`config.mk`:
```
export PLATFORM = sky130hd
export DESIGN_NAME = lif_irq_unit
export DESIGN_NICKNAME = d
export VERILOG_FILES = /design/src/rtl/lif_irq_pkg.sv /design/src/rtl/lif_alarm_edge.sv /design/src/rtl/lif_sat_fsm.sv /design/src/rtl/lif_irq_regs.sv /design/src/rtl/lif_irq_unit.sv
export SDC_FILE = /design/constraint.sdc
export NUM_CORES = 1
export LEC_CHECK = 0
export CAP_MARGIN = 10
export CORE_UTILIZATION = 60
export DETAILED_ROUTE_END_ITERATION = 16
export DONT_BUFFER_PORTS = 1
export PLACE_DENSITY = 0.84
export SYNTH_ARGS = -nofsm -noshare
export SYNTH_HDL_FRONTEND = slang
export SYNTH_SLANG_ARGS = --single-unit
```
`constraint.sdc`:
```
create_clock -name clk -period 1.9 [get_ports clk]
set_input_delay 0.285 -clock clk [delete_from_list [all_inputs] [get_ports clk]]
set_output_delay 0.285 -clock clk [all_outputs]
set_load 0.03 [all_outputs]
```
`src/rtl/lif_irq_pkg.sv`:
```
package lif_irq_pkg;

    localparam int NUM_SRC  = 6;
    localparam int NUM_ALM  = 4;

    localparam int SRC_DRV  = 0;
    localparam int SRC_LOS  = 1;
    localparam int SRC_LOL  = 2;
    localparam int SRC_FIFO = 3;
    localparam int SRC_PRBS = 4;
    localparam int SRC_SAT  = 5;

    typedef logic [NUM_SRC-1:0] src_vec_t;

    typedef enum logic [0:0] {
        SAT_BELOW = 1'b0,
        SAT_HELD  = 1'b1
    } sat_state_e;

endpackage

```
`src/rtl/lif_alarm_edge.sv`:
```
module lif_alarm_edge
    import lif_irq_pkg::*;
#(
    parameter int NUM      = NUM_ALM,
    parameter int GATE_IDX = SRC_FIFO
) (
    input  logic           clk,
    input  logic           rst_n,
    input  logic [NUM-1:0] alarm_in,
    input  logic           ja_en,
    output logic [NUM-1:0] chg
);

    logic [NUM-1:0] lvl_q;
    logic [NUM-1:0] lvl_prev_q;
    logic           ja_q;

    always_ff @(posedge clk or negedge rst_n) begin
        if (!rst_n) begin
            ja_q <= 1'b0;
        end else begin
            ja_q <= ja_en;
        end
    end

    for (genvar i = 0; i < NUM; i++) begin : g_alm
        always_ff @(posedge clk or negedge rst_n) begin
            if (!rst_n) begin
                lvl_q[i]      <= 1'b0;
                lvl_prev_q[i] <= 1'b0;
            end else begin
                lvl_q[i]      <= alarm_in[i];
                lvl_prev_q[i] <= lvl_q[i];
            end
        end

        if (i == GATE_IDX) begin : g_gated
            assign chg[i] = (lvl_q[i] ^ lvl_prev_q[i]) & ja_q;
        end else begin : g_plain
            assign chg[i] = lvl_q[i] ^ lvl_prev_q[i];
        end
    end

    AST_FIFO_MASKED: assert property (@(posedge clk) disable iff (!rst_n)
        !$past(ja_en) |-> !chg[GATE_IDX]) else $error("fifo change while ja off");

endmodule

```
`src/rtl/lif_sat_fsm.sv`:
```
module lif_sat_fsm
    import lif_irq_pkg::*;
#(
    parameter int CNT_W = 16
) (
    input  logic             clk,
    input  logic             rst_n,
    input  logic [CNT_W-1:0] cnt,
    output logic             sat_evt
);

    localparam logic [CNT_W-1:0] SAT_VAL = {CNT_W{1'b1}};

    sat_state_e state_q;
    sat_state_e state_d;
    logic       at_max;

    assign at_max = (cnt == SAT_VAL);

    always_ff @(posedge clk or negedge rst_n) begin
        if (!rst_n) begin
            state_q <= SAT_BELOW;
        end else begin
            state_q <= state_d;
        end
    end

    always_comb begin
        state_d = state_q;
        sat_evt = 1'b0;
        unique case (state_q)
            SAT_BELOW: begin
                if (at_max) begin
                    state_d = SAT_HELD;
                    sat_evt = 1'b1;
                end
            end
            SAT_HELD: begin
                if (!at_max) begin
                    state_d = SAT_BELOW;
                end
            end
            default: state_d = SAT_BELOW;
        endcase
    end

    AST_SAT_SINGLE: assert property (@(posedge clk) disable iff (!rst_n)
        sat_evt |=> !sat_evt) else $error("saturation reported twice");

endmodule

```
`src/rtl/lif_irq_regs.sv`:
```
module lif_irq_regs
    import lif_irq_pkg::*;
#(
    parameter int                ADDR_W  = 8,
    parameter int                DATA_W  = 8,
    parameter logic [ADDR_W-1:0] EN_ADDR = 8'h01,
    parameter logic [ADDR_W-1:0] ST_ADDR = 8'h02
) (
    input  logic              clk,
    input  logic              rst_n,
    input  logic              bus_sel,
    input  logic              bus_wr,
    input  logic [ADDR_W-1:0] bus_addr,
    input  logic [DATA_W-1:0] bus_wdata,
    input  src_vec_t          evt,
    output src_vec_t          en_q,
    output src_vec_t          stat_q,
    output logic              rd_clr,
    output logic [DATA_W-1:0] bus_rdata
);

    localparam int PAD_W = DATA_W - NUM_SRC;

    logic     rd_hit;
    logic     en_wr;
    logic     st_wr;
    src_vec_t rd_sel;
    logic     unused_wdata_hi;

    assign unused_wdata_hi = ^bus_wdata[DATA_W-1:NUM_SRC];

    assign rd_hit = bus_sel && !bus_wr;
    assign en_wr  = bus_sel && bus_wr && (bus_addr == EN_ADDR);
    assign st_wr  = bus_sel && bus_wr && (bus_addr == ST_ADDR);
    assign rd_clr = rd_hit && (bus_addr == ST_ADDR);

    always_comb begin
        rd_sel = '0;
        if (bus_addr == EN_ADDR) begin
            rd_sel = en_q;
        end else if (bus_addr == ST_ADDR) begin
            rd_sel = stat_q;
        end
    end

    always_ff @(posedge clk or negedge rst_n) begin
        if (!rst_n) begin
            en_q <= '0;
        end else if (en_wr) begin
            en_q <= bus_wdata[NUM_SRC-1:0];
        end
    end

    always_ff @(posedge clk or negedge rst_n) begin
        if (!rst_n) begin
            stat_q <= '0;
        end else begin
            stat_q <= (rd_clr ? '0 : stat_q) | evt;
        end
    end

    always_ff @(posedge clk or negedge rst_n) begin
        if (!rst_n) begin
            bus_rdata <= '0;
        end else begin
            bus_rdata <= rd_hit ? {{PAD_W{1'b0}}, rd_sel} : '0;
        end
    end

    AST_EN_WRITE: assert property (@(posedge clk) disable iff (!rst_n)
        en_wr |=> (en_q == $past(bus_wdata[NUM_SRC-1:0]))) else $error("enable write lost");
    AST_STAT_RO: assert property (@(posedge clk) disable iff (!rst_n)
        (st_wr && (evt == '0)) |=> (stat_q == $past(stat_q))) else $error("status written");
    AST_NO_SPONTANEOUS: assert property (@(posedge clk) disable iff (!rst_n)
        (evt == '0) |=> ((stat_q & ~$past(stat_q)) == '0)) else $error("status set without event");
    AST_CLEAR_ON_READ: assert property (@(posedge clk) disable iff (!rst_n)
        rd_clr |=> ((stat_q & ~$past(evt)) == '0)) else $error("status not cleared");
    AST_EVT_KEPT: assert property (@(posedge clk) disable iff (!rst_n)
        (evt != '0) |=> ((stat_q & $past(evt)) == $past(evt))) else $error("event lost");

endmodule

```
`src/rtl/lif_irq_unit.sv`:
```
module lif_irq_unit
    import lif_irq_pkg::*;
#(
    parameter int                ADDR_W  = 8,
    parameter int                DATA_W  = 8,
    parameter int                CNT_W   = 16,
    parameter logic [ADDR_W-1:0] EN_ADDR = 8'h01,
    parameter logic [ADDR_W-1:0] ST_ADDR = 8'h02
) (
    input  logic              clk,
    input  logic              rst_n,
    input  logic              drv_fail,
    input  logic              rx_los,
    input  logic              rx_lol,
    input  logic              fifo_near,
    input  logic              ja_en,
    input  logic              prbs_err,
    input  logic [CNT_W-1:0]  prbs_cnt,
    input  logic              bus_sel,
    input  logic              bus_wr,
    input  logic [ADDR_W-1:0] bus_addr,
    input  logic [DATA_W-1:0] bus_wdata,
    output logic [DATA_W-1:0] bus_rdata,
    output logic              irq
);

    logic [NUM_ALM-1:0] alm_lvl;
    logic [NUM_ALM-1:0] alm_chg;
    logic               sat_evt;
    logic               rd_clr;
    src_vec_t           evt;
    src_vec_t           en_q;
    src_vec_t           stat_q;
    src_vec_t           en_eff;

    assign alm_lvl[SRC_DRV]  = drv_fail;
    assign alm_lvl[SRC_LOS]  = rx_los;
    assign alm_lvl[SRC_LOL]  = rx_lol;
    assign alm_lvl[SRC_FIFO] = fifo_near;

    lif_alarm_edge #(
        .NUM      (NUM_ALM),
        .GATE_IDX (SRC_FIFO)
    ) u_edge (
        .clk      (clk),
        .rst_n    (rst_n),
        .alarm_in (alm_lvl),
        .ja_en    (ja_en),
        .chg      (alm_chg)
    );

    lif_sat_fsm #(
        .CNT_W (CNT_W)
    ) u_sat (
        .clk     (clk),
        .rst_n   (rst_n),
        .cnt     (prbs_cnt),
        .sat_evt (sat_evt)
    );

    always_comb begin
        evt = '0;
        evt[NUM_ALM-1:0] = alm_chg;
        evt[SRC_PRBS]    = prbs_err;
        evt[SRC_SAT]     = sat_evt;
    end

    lif_irq_regs #(
        .ADDR_W  (ADDR_W),
        .DATA_W  (DATA_W),
        .EN_ADDR (EN_ADDR),
        .ST_ADDR (ST_ADDR)
    ) u_regs (
        .clk       (clk),
        .rst_n     (rst_n),
        .bus_sel   (bus_sel),
        .bus_wr    (bus_wr),
        .bus_addr  (bus_addr),
        .bus_wdata (bus_wdata),
        .evt       (evt),
        .en_q      (en_q),
        .stat_q    (stat_q),
        .rd_clr    (rd_clr),
        .bus_rdata (bus_rdata)
    );

    always_comb begin
        en_eff           = en_q;
        en_eff[SRC_FIFO] = en_q[SRC_FIFO] & ja_en;
    end

    assign irq = |(stat_q & en_eff);

    AST_IRQ_HOLD: assert property (@(posedge clk) disable iff (!rst_n)
        (irq && !rd_clr && !(bus_sel && bus_wr)) |=> (irq || !ja_en)) else $error("irq dropped early");

endmodule

```
## Word-level counts from Yosys, hierarchy flattened

Cells that the tools add are included.

| storage, ports and cells | value |
|---|---|
| flip-flop bits (word level) | 30 |
| input port bits | 42 |
| output and inout port bits | 9 |
| word-level logic and storage cells | 36 |

| operators by class | value |
|---|---|
| eq/ne operators | 3 |
| multiplexer cells | 6 |
| bitwise logic cells | 8 |
| reductions and logical operators | 6 |

Operator list:

| kind | count |
|---|---|
| $mux 6 | 4 |
| $eq 16x16->1 const B | 1 |
| $eq 8x1->1 const B | 1 |
| $eq 8x2->1 const B | 1 |
| $and 6x6->6 | 1 |
| $or 6x6->6 | 1 |
| $reduce_or 6->1 | 1 |
| $logic_and 1x1->1 | 4 |
| $xor 1x1->1 | 4 |
| $and 1x1->1 | 2 |
| $mux 1 | 2 |
| $logic_not 1->1 | 1 |

## Depth between registers and ports, before layout

Gate-level depths: netlist (run 1).

| depth | value |
|---|---|
| depth in word-level cells | 5 |
| depth in mapped cells | 4 |
| mapped depth without buffers | 3 |

## Cells and area by module

From an unflattened synthesis (run 1), not the netlist that was laid out.

| second synthesis, totals | value |
|---|---|
| cells, all modules | 77 |
| area, all modules | 1,128.6 µm² |

By module, submodules not included:

| module | times used | cells each | area an instance (µm²) | seq. area each (µm²) |
|---|---|---|---|---|
| lif_irq_regs | 1 | 52 | 759.5 | 450.4 |
| lif_alarm_edge | 1 | 14 | 266.5 | 225.2 |
| lif_sat_fsm | 1 | 7 | 75.1 | 25.0 |
| lif_irq_unit | 1 | 4 | 27.5 | 0.0 |

## Worst setup path before layout (run 1)

Ideal clock, no wire load.

| timing | value |
|---|---|
| path kind | input port to flip-flop |
| start point | input port bus_addr[7] |
| end point | register u_regs.en_q[0] |
| setup time | 0.125 ns |
| data arrival time | 1.731 ns |
| required time | 1.775 ns |
| setup slack | 0.044 ns |
| cell stages on the path | 4 |
| buffers on the path | 1 |
| cells stage by stage | or4_4 > or4_4 > buf_6 > mux2_4 |

| between the ends | value |
|---|---|
| word-level cells in the longest chain between the ends | 2 |

Ends and longest elaborated chain:

| what | RTL line | RTL |
|---|---|---|
| start: declaration | lif_irq_unit.sv:21 | `input logic [ADDR_W-1:0] bus_addr,` |
| $eq 8x1->1 | lif_irq_regs.sv:33 | `assign en_wr = bus_sel && bus_wr && (bus_addr == EN_ADDR);` |
| $logic_and 1x1->1 | lif_irq_regs.sv:33 |  |
| end signal: assignment | lif_irq_regs.sv:50 | `en_q <= bus_wdata[NUM_SRC-1:0];` |
| end: declaration | lif_irq_regs.sv:16 | `output src_vec_t en_q,` |

Every way passes these cells.
A chain may end at the register's enable or synchronous reset.

## Worst setup path after layout (run 1)

| timing | value |
|---|---|
| start point | register u_regs.en_q[2] |
| end point | output port irq |

| between the ends | value |
|---|---|
| word-level cells in the longest chain between the ends | 2 |

Ends and longest elaborated chain:

| what | RTL line | RTL |
|---|---|---|
| $and 6x6->6 | lif_irq_unit.sv:92 | `assign irq = \|(stat_q & en_eff);` |
| $reduce_or 6->1 | lif_irq_unit.sv:92 |  |
| end: declaration | lif_irq_unit.sv:24 | `output logic irq` |

Every way passes these cells.

==> results.yml, run 1 <==
clock_tree:
  htreeDepth: 1
  cts_tree: "done"
  clk-insertion-delay-late_ns: 0.33
  cts_setup_buffers: 0
  cts_num_sinks: 28
  numCtsBuffers: 3
  clk_path_buf_depth: 2
  cts_root_buffer: "clkbuf_4"
  clkSlewWorstSetupHoldPaths_ns: 0.14
global_route:
  grt_usage_pct: 20.4
  gr-total-overflow: 0
  grt_max_degree: 29
  antenna_found_initial: 0
  first_global_vias: 642
  grt_pass1_wl_um: 2740
layout:
  fin_util_pct: 72.5
  drive_gt1_share_pct: 18.8
  diodes: 0
  fin_nets: 128
  synthToLayoutAreaGrowth_pct: 13.9
synth:
  async_flop_share_pct: 100
  synth_area_sq_um: 1100
  synthesis.instances: 75
  yosysMostFrequentCell: "dfrtp_1"
  ys_warn_count: 0
  synth_edf_count: 0
  synth.area.top_cells: "dfrtp_1, mux2_4, a22o_1"
  yosysUniqueCellTypes: 22
  synth.avg_cell_area_sq_um: 14.6
  synth_flop_cell: "dfrtp_1"
  synth_top_cell_area_share_pct: 63.8
  yosysTopAreaCell: "dfrtp_1"
  synth-seq-area-share_pct: 63.8
  ys_ff_latch: 28
  synthTopCellsByCount: "dfrtp_1, a22o_1, mux2_4"
placement:
  io_buffer_count: 0
  hpwl_um: 1300
  gp_congestion: 0.804
sta:
  hold_viol_final: 0
  fin_crit_sh_pct: 93.1
  setup_viol: 0
  period_minus_slack_ns: 1.77
  finalMaxSlewViolations: 0
  max_freq_mhz: 565
  tns_ns: 0
  skew_ns: 0.00211
  grt_setup_unrepaired: "no"
routing:
  drc: 0
  drtAntennaViolNets: 0
  routed_wl_um: 1750
  wire_per_inst_um: 15.9
  dr.pass1.iters: 5
  vias: 661
  via_per_inst: 6.01
  drt_iter0_markers: 9
setup_path:
  cp.required_ns: 1.62
  worstSetupPathType: "reg -> out"
  cp_num_buf_inv: 0
  path_cells: "a222oi_1 > nand3_1"
  cp_data_arrival_time_ns: 1.48
  startpoint_type: "flip-flop"
  critPathCaptureType: "primary output"
  cpMaxStageDelayCell: "dfrtp_1"
  crit_family: "flip-flops"
  cp_max_fo: 3
  crit_path_max_incr_delay_ns: 0.43
floorplanning:
  core_sq_um: 1730
  design.die.area_sq_um: 2010
  die_width_um: 44.8
  num_rows: 15
  io_pins: 51
  initial_core_util_pct: 63.6
  fp.dieH_um: 44.8
pwr:
  p_per_area_nw_per_um2: 843
  p_leak_nw: 0.565
  max-vdd-ir-drop_uv: 524
min_path:
  hold_path.class: "in -> reg"
flow_run:
  cap_violations: 0
status:
  status: "completed"
==> sequential cells by signal, summed over array words and instances (netlist names) <==
register / cells
u_regs.bus_rdata: 6
u_regs.stat_q: 6
u_edge.ja_q: 1
u_regs.en_q: 6
u_sat.state_q: 1
u_edge.lvl_q: 4
u_edge.lvl_prev_q: 4
==> through the flow <==
| stage | hold WS [ns] | power [mW] | cells | setup slack (ns) | instance area [sq um] |
|---|---|---|---|---|---|
| after CTS | 0.0271 | 1.06 | 110 | 0.130 | 1250 |
| after floorplan | -0.0106 | 0.661 | 76 | 0.0437 | 1100 |
| after global routing | 0.00827 | 1.10 | 110 | 0.0474 | 1250 |
| after global placement | -0.0101 | 0.661 | 99 | 0.0535 | 1120 |
| final | 0.0402 | 1.06 | 110 | 0.131 | 1250 |
| after detailed placement | -0.0101 | 0.663 | 99 | 0.0395 | 1120 |
==> cells by family (layout without fill, tap and decap cells) <==
family                    after synthesis  count (layout)  share of synthesized area, %
DFF                                    28              28                          63.8
and+or+nand+nor                        15              15                          10.0
buffers and inverters                   7              16                          3.76
muxes                                   6               6                          8.20
xor gates and xnor gates                4               4                          3.19
AOI/OAI and AO/OA                      14              14                          10.7
other                                   1               2                         0.341
==> cell type report <==
class | instances | area (sq um)
Clock inverter | 1 | 30.0
Inverter | 3 | 11.3
Fill cell | 134 | 475
Clock buffer | 3 | 22.5
Multi-Input combinational cell | 41 | 360
Timing Repair Buffer | 9 | 95.1
Tap cell | 25 | 31.3
Sequential cell | 28 | 701
==> report_power, final <==
| group | switching [mW] | total (mW) | internal, mW |
|---|---|---|---|
| logic | 0.0315 | 0.0586 | 0.0271 |
| clock network | 0.165 | 0.379 | 0.214 |
| registers | 0.00840 | 0.618 | 0.609 |
| total | 0.205 | 1.06 | 0.850 |
==> metal layers <==
| metal | track usage (%) | share of wire (%) | vias to the layer above |
|---|---|---|---|
| li1 | - | - | 293 |
| met1 | 20.3 | 35 | 325 |
| met2 | 36.2 | 54 | 38 |
| met3 | 10.0 | 8.0 | 5 |
| met4 | 7.88 | 2.2 | 0 |
| met5 | 0 | 0 | - |
==> placed cells by master (no fill, tap or decap), types with 2 or more instances in the layout <==
cell,count
or4_4,2
a22o_1,8
dlygate4sd3_1,6
nand4_1,4
nand3_1,2
inv_1,3
mux2_4,6
conb_1,2
a21o_1,4
buf_4,2
clkbuf_4,3
dfrtp_1,28
xor2_1,4
==> repair_timing <==
action | in CTS | in global routing
resized for setup | 0 | 0
hold buffers | 7 | 0
endpoints found under the hold margin | 33 | 0
endpoints found under the setup margin | 0 | 0
==> worst paths after layout <==
kind                            slack [ns]  cells past startpoint                              to                      startpoint
max in group asynchronous             1.37                      2      u_regs.en_q[1]$_DFFE_PN0P_                           rst_n
worst min register to register        0.41                      0  u_edge.lvl_prev_q[2]$_DFF_PN0_       u_edge.lvl_q[2]$_DFF_PN0_
worst min-delay path                  0.04                      1      u_regs.stat_q[4]$_DFF_PN0_                        prbs_err
worst max-delay path                  0.13                      2                             irq      u_regs.en_q[2]$_DFFE_PN0P_
worst max register to register        1.06                      2      u_regs.stat_q[3]$_DFF_PN0_  u_edge.lvl_prev_q[3]$_DFF_PN0_
min in group asynchronous             0.38                      2   u_regs.bus_rdata[4]$_DFF_PN0_                           rst_n
Note: power is estimated with default switching activity, not from simulation.
==> run 2, diff against run 1 <==
CORE_UTILIZATION = 59   (was 60)
PLACE_DENSITY = 0.83   (was 0.84)
clock period = 1.8 ns   (was 1.9 ns; I/O delays follow)
==> run 2 against run 1 <==
Net effect:
- die area grew 1.6%
- final area is 1.4% lower
- total power fell by 9.9%
- clock-buffer cell count did not move
- sequential cell count unchanged
- routed wire length decreased by 6.1%
- non-clock buffer count grew 1
- sequential power grew 5.5%
- clock skew up 0.0067 ns
- final cell count stayed put
- first-iteration DRC count is 44% higher
- sequential share of layout area grew 0.80 points
- largest power group unchanged
- highest routed layer unchanged
==> results.yml, run 2 (synthesized netlist as in run 1, its figures left out) <==
setup_path:
  cp.required_ns: 1.53
  reg2reg_slack_ns: 0.99
  cp_data_arrival_time_ns: 1.40
  worstSetupPathType: "reg -> out"
  critPathCaptureType: "primary output"
  cpMaxStageDelayCell: "dfrtp_1"
  cp_num_buf_inv: 0
  crit_family: "flip-flops"
  startpoint_type: "flip-flop"
  path_cells: "a222oi_1 > nand3_2"
  cp_max_fo: 3
  crit_path_max_incr_delay_ns: 0.42
flow_run:
  cap_violations: 0
floorplanning:
  core_sq_um: 1730
  fp.dieH_um: 45.2
  num_rows: 15
  design.die.area_sq_um: 2040
  initial_core_util_pct: 63.6
  io_pins: 51
  die_width_um: 45.2
global_route:
  grt_max_degree: 29
  antenna_found_initial: 0
  grt_usage_pct: 19.7
  first_global_vias: 612
  gr-total-overflow: 0
  grt_pass1_wl_um: 2640
clock_tree:
  clkSlewWorstSetupHoldPaths_ns: 0.13
  clk-insertion-delay-late_ns: 0.32
  cts_setup_buffers: 0
  cts_root_buffer: "clkbuf_4"
  cts_num_sinks: 28
  cts_tree: "done"
  htreeDepth: 1
  numCtsBuffers: 3
  clk_path_buf_depth: 2
layout:
  stdcell_area_sq_um: 1230
  fin_nets: 129
  synthToLayoutAreaGrowth_pct: 12.3
  fill_cells: 121
  top_regs: "u_regs.bus_rdata x6, u_regs.en_q x6, u_regs.stat_q x6"
  drive_gt1_share_pct: 20.0
  final_cell_mix: "dfrtp_1, a22o_1, mux2_4, dlygate4sd3_1"
  layout_commonest_cell: "dfrtp_1"
  diodes: 0
pwr:
  max-vdd-ir-drop_uv: 520
  combPwrFrac_pct: 6.6
  p_int_mw: 0.751
  power_switching_mw: 0.200
  p_leak_nw: 0.561
  p_total_mw: 0.951
  sw_frac_of_total_pct: 21.0
  clkPwrFrac_pct: 24.9
  p_per_area_nw_per_um2: 771
  seqPwrFrac_pct: 68.5
placement:
  gp_congestion: 0.821
  dpl_cell_area_sq_um: 1130
  hpwl_um: 1210
  io_buffer_count: 0
sta:
  finalMaxSlewViolations: 0
  period_minus_slack_ns: 1.67
  hold_viol_final: 0
  fin_crit_sh_pct: 92.7
  skew_ns: 0.00884
  setup_viol: 0
  max_freq_mhz: 600
routing:
  wire_per_inst_um: 14.9
  drtAntennaViolNets: 0
  drt_iter0_markers: 13
  via_per_inst: 6.10
  drc: 0
  vias: 671
  routed_wl_um: 1640
  dr.pass1.iters: 4
status:
  status: "completed"
min_path:
  hold_path.class: "in -> reg"
==> run 2: changes by cell type in the layout (fill, tap and decap cells not counted), sizes merged <==
cell | before | now
buf | 3 | 4
bufinv | 1 | 0
==> run 2: through the flow <==
stage	hold WS [ns]	setup slack [ns]	instances	util [%]	setup TNS, ns
after floorplan	-0.0256	-0.0413	76	-	-0.248
after global placement	-0.0251	-0.0167	100	65.2	-0.0934
after detailed placement	-0.0251	-0.0352	100	65.2	-0.175
after CTS	0.0293	0.0547	110	71.2	0
after global routing	0.00492	-0.000529	110	71.4	-0.000529
final	0.0357	0.132	110	71.4	0
==> run 2: timing repair <==
item / 4_1_cts / 5_1_grt
endpoints found under the setup margin: 0 / 1
hold buffers: 7 / 0
resized for setup: 0 / 1
hold endpoints to repair: 33 / 0
==> run 2: layout make-up <==
type                    count  area [sq um]  area share, %
clock buffers               3          22.5           1.83
well taps                  25          31.3           2.54
multi-input cells          41           365           29.6
flip-flops and latches     28           701           56.8
inverters                   3          11.3          0.913
repair buffers             10           103           8.32
==> run 2: final timing paths <==
| path | start | endpoint | depth (start not counted) |
|---|---|---|---|
| hold reg to reg | u_edge.lvl_q[2]$_DFF_PN0_ | u_edge.lvl_prev_q[2]$_DFF_PN0_ | 0 |
| setup / recovery | u_regs.en_q[2]$_DFFE_PN0P_ | irq | 2 |
| min in group asynchronous | rst_n | u_regs.en_q[2]$_DFFE_PN0P_ | 2 |
| max in group asynchronous | rst_n | u_edge.ja_q$_DFF_PN0_ | 2 |
| hold / removal | prbs_err | u_regs.stat_q[4]$_DFF_PN0_ | 1 |
| setup reg to reg | u_edge.lvl_q[3]$_DFF_PN0_ | u_regs.stat_q[3]$_DFF_PN0_ | 2 |
==> run 2: metal layers <==
metal	global-route usage, %	part of all wire, %	up-vias
met5	0	0	-
met4	10.3	2.1	0
met3	9.20	8.2	5
met2	32.5	52	42
met1	21.0	38	330
li1	-	-	294
==> run 2: power by group through the flow <==
stage | sequential (mW) | clock (mW) | combinational, mW
floorplan | 0.662 | 0 | 0.0356
global placement | 0.664 | 0 | 0.0348
detailed placement | 0.664 | 0 | 0.0358
CTS | 0.652 | 0.249 | 0.0628
global route | 0.654 | 0.281 | 0.0700
finish | 0.652 | 0.236 | 0.0629
